===== config.mk =====
export PLATFORM = sky130hd
export DESIGN_NAME = pic_cascade_ctrl
export DESIGN_NICKNAME = d
export VERILOG_FILES = /design/src/rtl/pic_cascade_pkg.sv /design/src/rtl/pic_trigger_stage.sv /design/src/rtl/pic_priority_pick.sv /design/src/rtl/pic_inservice_reg.sv /design/src/rtl/pic_cascade_ctrl.sv
export SDC_FILE = /design/constraint.sdc
export NUM_CORES = 1
export LEC_CHECK = 0
export CORE_ASPECT_RATIO = 1.2
export CORE_MARGIN = 2
export CORE_UTILIZATION = 53
export CTS_CLUSTER_SIZE = 12
export DETAILED_ROUTE_END_ITERATION = 6
export PLACE_DENSITY = 0.9
export RECOVER_POWER = 100
export SLEW_MARGIN = 10
export SYNTH_ARGS = -nofsm -noshare
export SYNTH_HDL_FRONTEND = slang
export SYNTH_SLANG_ARGS = --single-unit

===== constraint.sdc =====
create_clock -name clk -period 2.9 [get_ports clk]
set_clock_uncertainty 0.05 [all_clocks]
set_input_delay 0.29 -clock clk [delete_from_list [all_inputs] [get_ports clk]]
set_output_delay 0.29 -clock clk [all_outputs]
set_load 0.02 [all_outputs]

===== src/rtl/pic_cascade_pkg.sv =====
package pic_cascade_pkg;

    localparam int CTRL_LINES    = 8;
    localparam int LINE_W        = $clog2(CTRL_LINES);
    localparam int ALL_LINES     = 2 * CTRL_LINES;
    localparam int GLINE_W       = LINE_W + 1;
    localparam int VEC_W         = 8;
    localparam int CASCADE_LINE  = 2;
    localparam int SPURIOUS_LINE = CTRL_LINES - 1;

    // lines that may be level triggered; the rest are edge only
    localparam logic [CTRL_LINES-1:0] MASTER_TRIG_MASK = 8'hF8;
    localparam logic [CTRL_LINES-1:0] SLAVE_TRIG_MASK  = 8'hDE;

    typedef logic [CTRL_LINES-1:0] line_vec_t;
    typedef logic [LINE_W-1:0]     line_idx_t;
    typedef logic [VEC_W-1:0]      vector_t;

    typedef struct packed {
        logic      valid;
        line_idx_t line;
    } pick_t;

    typedef enum logic [1:0] {
        SRC_MASTER_SPUR,
        SRC_MASTER,
        SRC_SLAVE,
        SRC_SLAVE_SPUR
    } ack_src_t;

    function automatic pick_t pick_lowest(line_vec_t v);
        pick_t p;
        p.valid = 1'b0;
        p.line  = '0;
        for (int i = CTRL_LINES - 1; i >= 0; i--) begin
            if (v[i]) begin
                p.valid = 1'b1;
                p.line  = line_idx_t'(i);
            end
        end
        return p;
    endfunction

    function automatic line_vec_t line_bit(line_idx_t l);
        return line_vec_t'(1) << l;
    endfunction

    function automatic vector_t make_vector(vector_t base, line_idx_t l);
        return {base[VEC_W-1:LINE_W], l};
    endfunction

endpackage


===== src/rtl/pic_trigger_stage.sv =====
module pic_trigger_stage
    import pic_cascade_pkg::*;
#(
    parameter line_vec_t LEVEL_SEL = '0
) (
    input  logic      clk,
    input  logic      rst,
    input  line_vec_t raw,
    input  line_vec_t clr,
    input  line_vec_t set,
    output line_vec_t req
);

    for (genvar g = 0; g < CTRL_LINES; g++) begin : g_line
        logic prev_q;
        logic bit_q;

        always_ff @(posedge clk) begin
            if (rst) begin
                prev_q <= 1'b0;
                bit_q  <= 1'b0;
            end else begin
                prev_q <= raw[g];
                if (LEVEL_SEL[g]) begin
                    bit_q <= raw[g];
                end else begin
                    bit_q <= (bit_q & ~clr[g]) | (raw[g] & ~prev_q) | set[g];
                end
            end
        end

        assign req[g] = bit_q;
    end

endmodule


===== src/rtl/pic_priority_pick.sv =====
module pic_priority_pick
    import pic_cascade_pkg::*;
#(
    parameter bit EXCLUDE_CASCADE = 1'b0
) (
    input  line_vec_t req,
    input  line_vec_t isr,
    output pick_t     win
);

    localparam line_vec_t IGNORE_ISR =
        EXCLUDE_CASCADE ? line_vec_t'(1 << CASCADE_LINE) : line_vec_t'(0);

    pick_t want;
    pick_t cur;

    always_comb begin
        want      = pick_lowest(req);
        cur       = pick_lowest(isr & ~IGNORE_ISR);
        win.line  = want.line;
        win.valid = want.valid && (!cur.valid || (want.line < cur.line));
    end

endmodule


===== src/rtl/pic_inservice_reg.sv =====
module pic_inservice_reg
    import pic_cascade_pkg::*;
(
    input  logic      clk,
    input  logic      rst,
    input  line_vec_t set,
    input  line_vec_t clr,
    output line_vec_t isr
);

    always_ff @(posedge clk) begin
        if (rst) begin
            isr <= '0;
        end else begin
            isr <= (isr & ~clr) | set;
        end
    end

endmodule


===== src/rtl/pic_cascade_ctrl.sv =====
module pic_cascade_ctrl
    import pic_cascade_pkg::*;
#(
    parameter logic [7:0] MASTER_BASE  = 8'h23,
    parameter logic [7:0] SLAVE_BASE   = 8'h2D,
    parameter logic [7:0] MASTER_LEVEL = 8'hFF,
    parameter logic [7:0] SLAVE_LEVEL  = 8'hFF,
    parameter bit         NESTED_SLAVE = 1'b1
) (
    input  logic        clk,
    input  logic        rst,
    input  logic [15:0] irq_lines,
    input  logic        ack,
    input  logic        eoi,
    input  logic [3:0]  eoi_line,
    output logic        irq_out,
    output logic [7:0]  vec_out
);

    localparam line_vec_t M_LEVEL  = MASTER_LEVEL & MASTER_TRIG_MASK;
    localparam line_vec_t S_LEVEL  = SLAVE_LEVEL & SLAVE_TRIG_MASK;
    localparam line_vec_t CASC_BIT = line_vec_t'(1 << CASCADE_LINE);

    line_vec_t m_raw, s_raw;
    line_vec_t m_req, s_req;
    line_vec_t m_isr, s_isr;
    line_vec_t m_clr_req, s_clr_req;
    line_vec_t m_set_isr, s_set_isr;
    line_vec_t m_eoi, s_eoi;
    line_vec_t casc_set;
    pick_t     m_pick, s_pick;
    ack_src_t  src;
    vector_t   next_vec;
    vector_t   vec_q;

    // request inputs; master cascade input comes only from the slave
    always_comb begin
        m_raw    = irq_lines[CTRL_LINES-1:0] & ~CASC_BIT;
        s_raw    = irq_lines[ALL_LINES-1:CTRL_LINES];
        casc_set = (s_pick.valid && !ack) ? CASC_BIT : '0;
    end

    pic_trigger_stage #(.LEVEL_SEL(M_LEVEL)) u_m_trig (
        .clk(clk), .rst(rst), .raw(m_raw), .clr(m_clr_req),
        .set(casc_set), .req(m_req)
    );

    pic_trigger_stage #(.LEVEL_SEL(S_LEVEL)) u_s_trig (
        .clk(clk), .rst(rst), .raw(s_raw), .clr(s_clr_req),
        .set('0), .req(s_req)
    );

    pic_priority_pick #(.EXCLUDE_CASCADE(NESTED_SLAVE)) u_m_pick (
        .req(m_req), .isr(m_isr), .win(m_pick)
    );

    pic_priority_pick #(.EXCLUDE_CASCADE(1'b0)) u_s_pick (
        .req(s_req), .isr(s_isr), .win(s_pick)
    );

    // acknowledge resolution
    always_comb begin
        if (!m_pick.valid) begin
            src = SRC_MASTER_SPUR;
        end else if (m_pick.line == line_idx_t'(CASCADE_LINE)) begin
            src = s_pick.valid ? SRC_SLAVE : SRC_SLAVE_SPUR;
        end else begin
            src = SRC_MASTER;
        end

        m_set_isr = '0;
        s_set_isr = '0;
        m_clr_req = '0;
        s_clr_req = '0;
        if (ack && m_pick.valid) begin
            m_set_isr = line_bit(m_pick.line);
            m_clr_req = line_bit(m_pick.line);
        end
        if (ack && src == SRC_SLAVE) begin
            s_set_isr = line_bit(s_pick.line);
            s_clr_req = line_bit(s_pick.line);
        end

        unique case (src)
            SRC_MASTER:      next_vec = make_vector(MASTER_BASE, m_pick.line);
            SRC_SLAVE:       next_vec = make_vector(SLAVE_BASE, s_pick.line);
            SRC_SLAVE_SPUR:  next_vec = make_vector(SLAVE_BASE, line_idx_t'(SPURIOUS_LINE));
            default:         next_vec = make_vector(MASTER_BASE, line_idx_t'(SPURIOUS_LINE));
        endcase
    end

    // end-of-interrupt decode: top bit of the line selects the controller
    always_comb begin
        m_eoi = '0;
        s_eoi = '0;
        if (eoi) begin
            if (eoi_line[GLINE_W-1]) s_eoi = line_bit(eoi_line[LINE_W-1:0]);
            else                     m_eoi = line_bit(eoi_line[LINE_W-1:0]);
        end
    end

    pic_inservice_reg u_m_isr (
        .clk(clk), .rst(rst), .set(m_set_isr), .clr(m_eoi), .isr(m_isr)
    );

    pic_inservice_reg u_s_isr (
        .clk(clk), .rst(rst), .set(s_set_isr), .clr(s_eoi), .isr(s_isr)
    );

    always_ff @(posedge clk) begin
        if (rst) begin
            vec_q <= '0;
        end else if (ack) begin
            vec_q <= next_vec;
        end
    end

    assign irq_out = m_pick.valid;
    assign vec_out = vec_q;

endmodule


==> results.md <==
Clocking:
- In this run, post-CTS hold repair placed 0 buffers.
- Clock latency on the worst-skew pair, taken at its later pin, is 290 ps.
- In this run the deepest clock path goes through 2 buffers.
- The clock root buffer is sky130_fd_sc_hd__clkbuf_8.
- The number of sinks handled by clock tree synthesis is 40.
- Buffers inserted during clock tree synthesis total 5.
- The H-tree generated during clock tree synthesis spans 2 levels.
- TritonCTS built the clock tree.
- Clock-pin slew was measured on the worst setup and hold paths at 70 ps.

Pwr:
- After layout, the design draws a total of 1.33 mW.
- The switching power as a share of total power is 30.6%.
- The proportion of power drawn by the clock network is 27.4%.
- The part of the total power dissipated in combinational logic is 26.1%.
- Summed over all cells, the static leakage comes to 0.914 nW.
- Of the total power, registers draw 46.5%.
- Summed over all nets, the switching power comes to 0.408 mW.
- Dividing total power by cell area gives a power density of 538 nW/um^2.
- Across the VDD grid, the largest voltage drop is 442 uV.
- The internal power is 0.925 mW.

Final layout:
- The proportion of layout cells with a drive suffix above 1 is 10.5%.
- The library cells used most frequently in the layout, excluding fill and tap cells, are sky130_fd_sc_hd__dfxtp_1 (40), sky130_fd_sc_hd__nor2_1 (23), sky130_fd_sc_hd__clkdlybuf4s50_1 (21).
- The finished cells cover 2480 sq um.
- Counting the fill cells in the layout gives 287.
- The antenna diode count is 0.
- Summing all flip-flop and latch instances after layout gives 801 sq um.
- The number of nets in the layout is 293.
- Relative to the synthesized area, the layout overhead comes to 20.4%.
- The library cell used most frequently in the layout, excluding fill and tap cells, is sky130_fd_sc_hd__dfxtp_1.
- The multi-input combinational cells in the finished layout cover a total of 1160 sq um.

Floorplanning:
- The horizontal die dimension is 60.9 microns.
- The area of the die is 4400 sq um.
- The height of the die is 72.3 microns.
- The starting density of the core is 55.7%.
- 33 I/O pins were placed.
- The total area inside the core boundary comes to 3690 sq um.
- The floorplan has 24 rows.

STA:
- The count of endpoints failing hold in the final timing report is 0.
- Based on the critical path, the design can be clocked at up to 363 MHz.
- Setup repair after global routing left no endpoint under its margin.
- The transition time at the pin with the least slew margin is 1390 ps.
- Across all setup checks in the final design, the least slack found is 148 ps.
- The max-slew violation total from the final report is 0.
- The headroom to the max-slew limit is 7.64%.
- The accumulated negative setup slack is 0 ps.
- The worst path in the final design needs a cycle of 2750 ps, including I/O delays and setup.
- The worst path uses 94.9% of the clock period.
- The final-report setup violation count is 0.

Synthesis:
- The number of enable-type register cells in the synthesized netlist is 0.
- In this run, distinct cell masters in the synthesized netlist total 57.
- Synthesis handed over a netlist of 233 instances.
- For this run, the leading register cell type out of synthesis is sky130_fd_sc_hd__dfxtp_1.
- In this run the mean area of a mapped cell was 8.83 sq um.
- Sequential elements use 38.9% of the synthesized area.
- The synthesized netlist occupies a cell area of 2060 sq um.
- The async set-or-reset flop fraction in the synthesized netlist is 0%.
- The number of warnings reported in the yosys synthesis log is 0.
- In this run, synthesis produced a sequential element count of 40.

Detailed routing:
- The via count is 1957.
- The average wire per standard cell is 15.7 microns.
- The wire length after detailed routing is 4990 microns.
- Dividing the detail-routed via count by the number of cells gives 6.13.
- In the detailed route, the total length drawn on met3 is 313 microns.
- The detailed router finished its first iteration with 108 violations.
- Before antenna repair, the detailed router went through 4 iterations.
- In the final routing, the length of wire on met1 measures 2010 microns.
- Summed over all nets, wire length on met2 after detailed routing comes to 2510 microns.
- The total DRC errors in the routed layout is 0.
- Once detail routing completed, the nets flagged for antenna violations numbered 0.
- The highest metal layer with signal wires is met4.

Place:
- Routability-driven placement finished with a final weighted congestion of 0.867.
- The count of port buffers added during placement is 28.
- The post-detailed-placement cell area is 2380 sq um.
- The wire-length estimate of the detail-placed layout is 3600 microns.
- Prior to clock tree synthesis, the placed netlist has a worst setup slack of 198 ps.

Flow run:
- Max-cap violations in this run came to 0.

Outcome:
- The flow ran to the end, and the final reports show no timing, DRC or antenna violations.

Critical path:
- The worst reg-to-reg setup slack is 250 ps.
- Traced cell by cell, the critical path runs through nor4_2, nor2_1, ha_1, nand2_1, a311o_4, nand2_2, inv_2, dlygate4sd2_1.
- On the worst path, the slowest cell contributes a delay of 370 ps.
- The critical register-to-register path endpoint is u_s_trig.g_line[0].bit_q.
- For the worst setup path, the data arrival time is 2410 ps.
- The endpoint kind of the worst setup timing path is an output pin.
- The slowest cell on the critical path is sky130_fd_sc_hd__a311o_4.
- Counting cells, the worst reg-to-reg path comes to 9.
- The worst setup path is launched from a flop.
- The worst flop-to-flop path startpoint is u_s_trig.g_line[3].bit_q.
- The critical path data required time is 2560 ps.
- The critical path is of the flop to output pin type.
- The maximum fanout along the worst path is 8.

Global routing:
- The overall fraction of global-route tracks in use is 24.5%.
- The initial antenna violation count came to 0.
- The maximum number of pins on one net before global-route repair is 30.
- The number of global-route vias before repair is 1908.
- The first global-routing pass estimated 8110 microns of wire.
- The sum of overflow across all layers after global routing is 0.

Worst hold path:
- In this run the most critical hold path is launched from u_m_trig.g_line[0].prev_q.
- For hold timing, the worst endpoint is u_m_trig.g_line[0].bit_q.
- The worst hold path belongs to the class flop to flop.
- The count of cells along the worst hold path is 1.
worst max path at each step:
stage	start	endpoint	slack (ps)
after floorplan	u_s_trig.g_line[0].bit_q	u_s_trig.g_line[0].bit_q	550
after global placement	u_m_trig.g_line[6].bit_q	irq_out	300
after detailed placement	u_m_trig.g_line[6].bit_q	irq_out	200
after CTS	u_m_trig.g_line[6].bit_q	irq_out	210
after global routing	u_s_trig.g_line[3].bit_q	u_s_isr.isr[1]	20
final	u_m_trig.g_line[6].bit_q	irq_out	150
Yosys cell counts, types with 4 or more instances:
cell | n | area share [%]
sky130_fd_sc_hd__o31ai_1 | 9 | 3.3
sky130_fd_sc_hd__o21ai_0 | 6 | 1.5
sky130_fd_sc_hd__buf_4 | 4 | 1.5
sky130_fd_sc_hd__inv_1 | 12 | 2.2
sky130_fd_sc_hd__o41ai_1 | 5 | 2.1
sky130_fd_sc_hd__a21oi_1 | 9 | 2.2
sky130_fd_sc_hd__nor3_1 | 9 | 2.2
sky130_fd_sc_hd__nand2_1 | 14 | 2.6
sky130_fd_sc_hd__dfxtp_1 | 40 | 39
sky130_fd_sc_hd__nor2_1 | 23 | 4.2
sky130_fd_sc_hd__nor2b_1 | 16 | 4.9
sky130_fd_sc_hd__o211ai_1 | 10 | 3.6
sky130_fd_sc_hd__nand3_1 | 8 | 1.9
power by group through the flow:
| stage | clock [mW] | sequential, mW | combinational, mW |
|---|---|---|---|
| 2_1_floorplan | 0 | 0.630 | 0.231 |
| 3_3_place_gp | 0 | 0.627 | 0.338 |
| 3_5_place_dp | 0 | 0.629 | 0.348 |
| 4_1_cts | 0.372 | 0.617 | 0.348 |
| 5_1_grt | 0.398 | 0.623 | 0.375 |
| 6_report | 0.365 | 0.620 | 0.348 |
cell type report:
| type | instances | share of cell area (%) |
|---|---|---|
| clock buffers | 8 | 3.64 |
| inverters | 14 | 2.12 |
| repair buffers | 33 | 12.6 |
| multi-input cells | 172 | 46.7 |
| flip-flops and latches | 40 | 32.3 |
| well taps | 52 | 2.63 |
registers in the layout, indices dropped and copies added (netlist names):
name / cells
u_s_isr.isr: 8
vec_out: 5
u_m_trig.g_line.prev_q: 2
u_s_trig.g_line.bit_q: 8
u_m_isr.isr: 7
u_m_trig.g_line.bit_q: 8
u_s_trig.g_line.prev_q: 2
logic make-up (layout without fill, tap and decap cells):
family	Yosys count	count (layout)	synth area share, %
AOI/OAI and AO/OA	70	70	28.4
adders and majority gates	3	3	1.82
buffers and inverters	23	55	5.71
DFF	40	40	38.9
other	1	3	0.182
and+or+nand+nor	96	96	25.0
routing by layer:
layer  track usage (%)  up-vias
li1                  -      931
met1              29.4      908
met2              39.2      100
met3              6.24       18
met4              13.3        0
met5                 0        -
worst max-delay path, delay by kind of cell (launching register included):
family | cells | cell delay (ps)
AND/OR/NAND/NOR | 4 | 710
buffers and inverters | 2 | 400
AO/OA/AOI/OAI | 1 | 370
flip-flops | 1 | 330
adder cells (fa/ha/maj) | 1 | 290
metrics by stage:
step	hold slack, ps	utilization (%)	cells
after floorplan	348	-	235
after global placement	350	64.5	311
after detailed placement	360	64.5	311
after CTS	373	67.1	319
after global routing	383	67.1	319
final	369	67.1	319
timing repair:
| item | in CTS | in global routing |
|---|---|---|
| buffers inserted | 0 | 0 |
| gates resized for setup | 2 | 1 |
| setup endpoints to repair | 1 | 6 |
No activity file was read; power rests on OpenSTA's default activity.
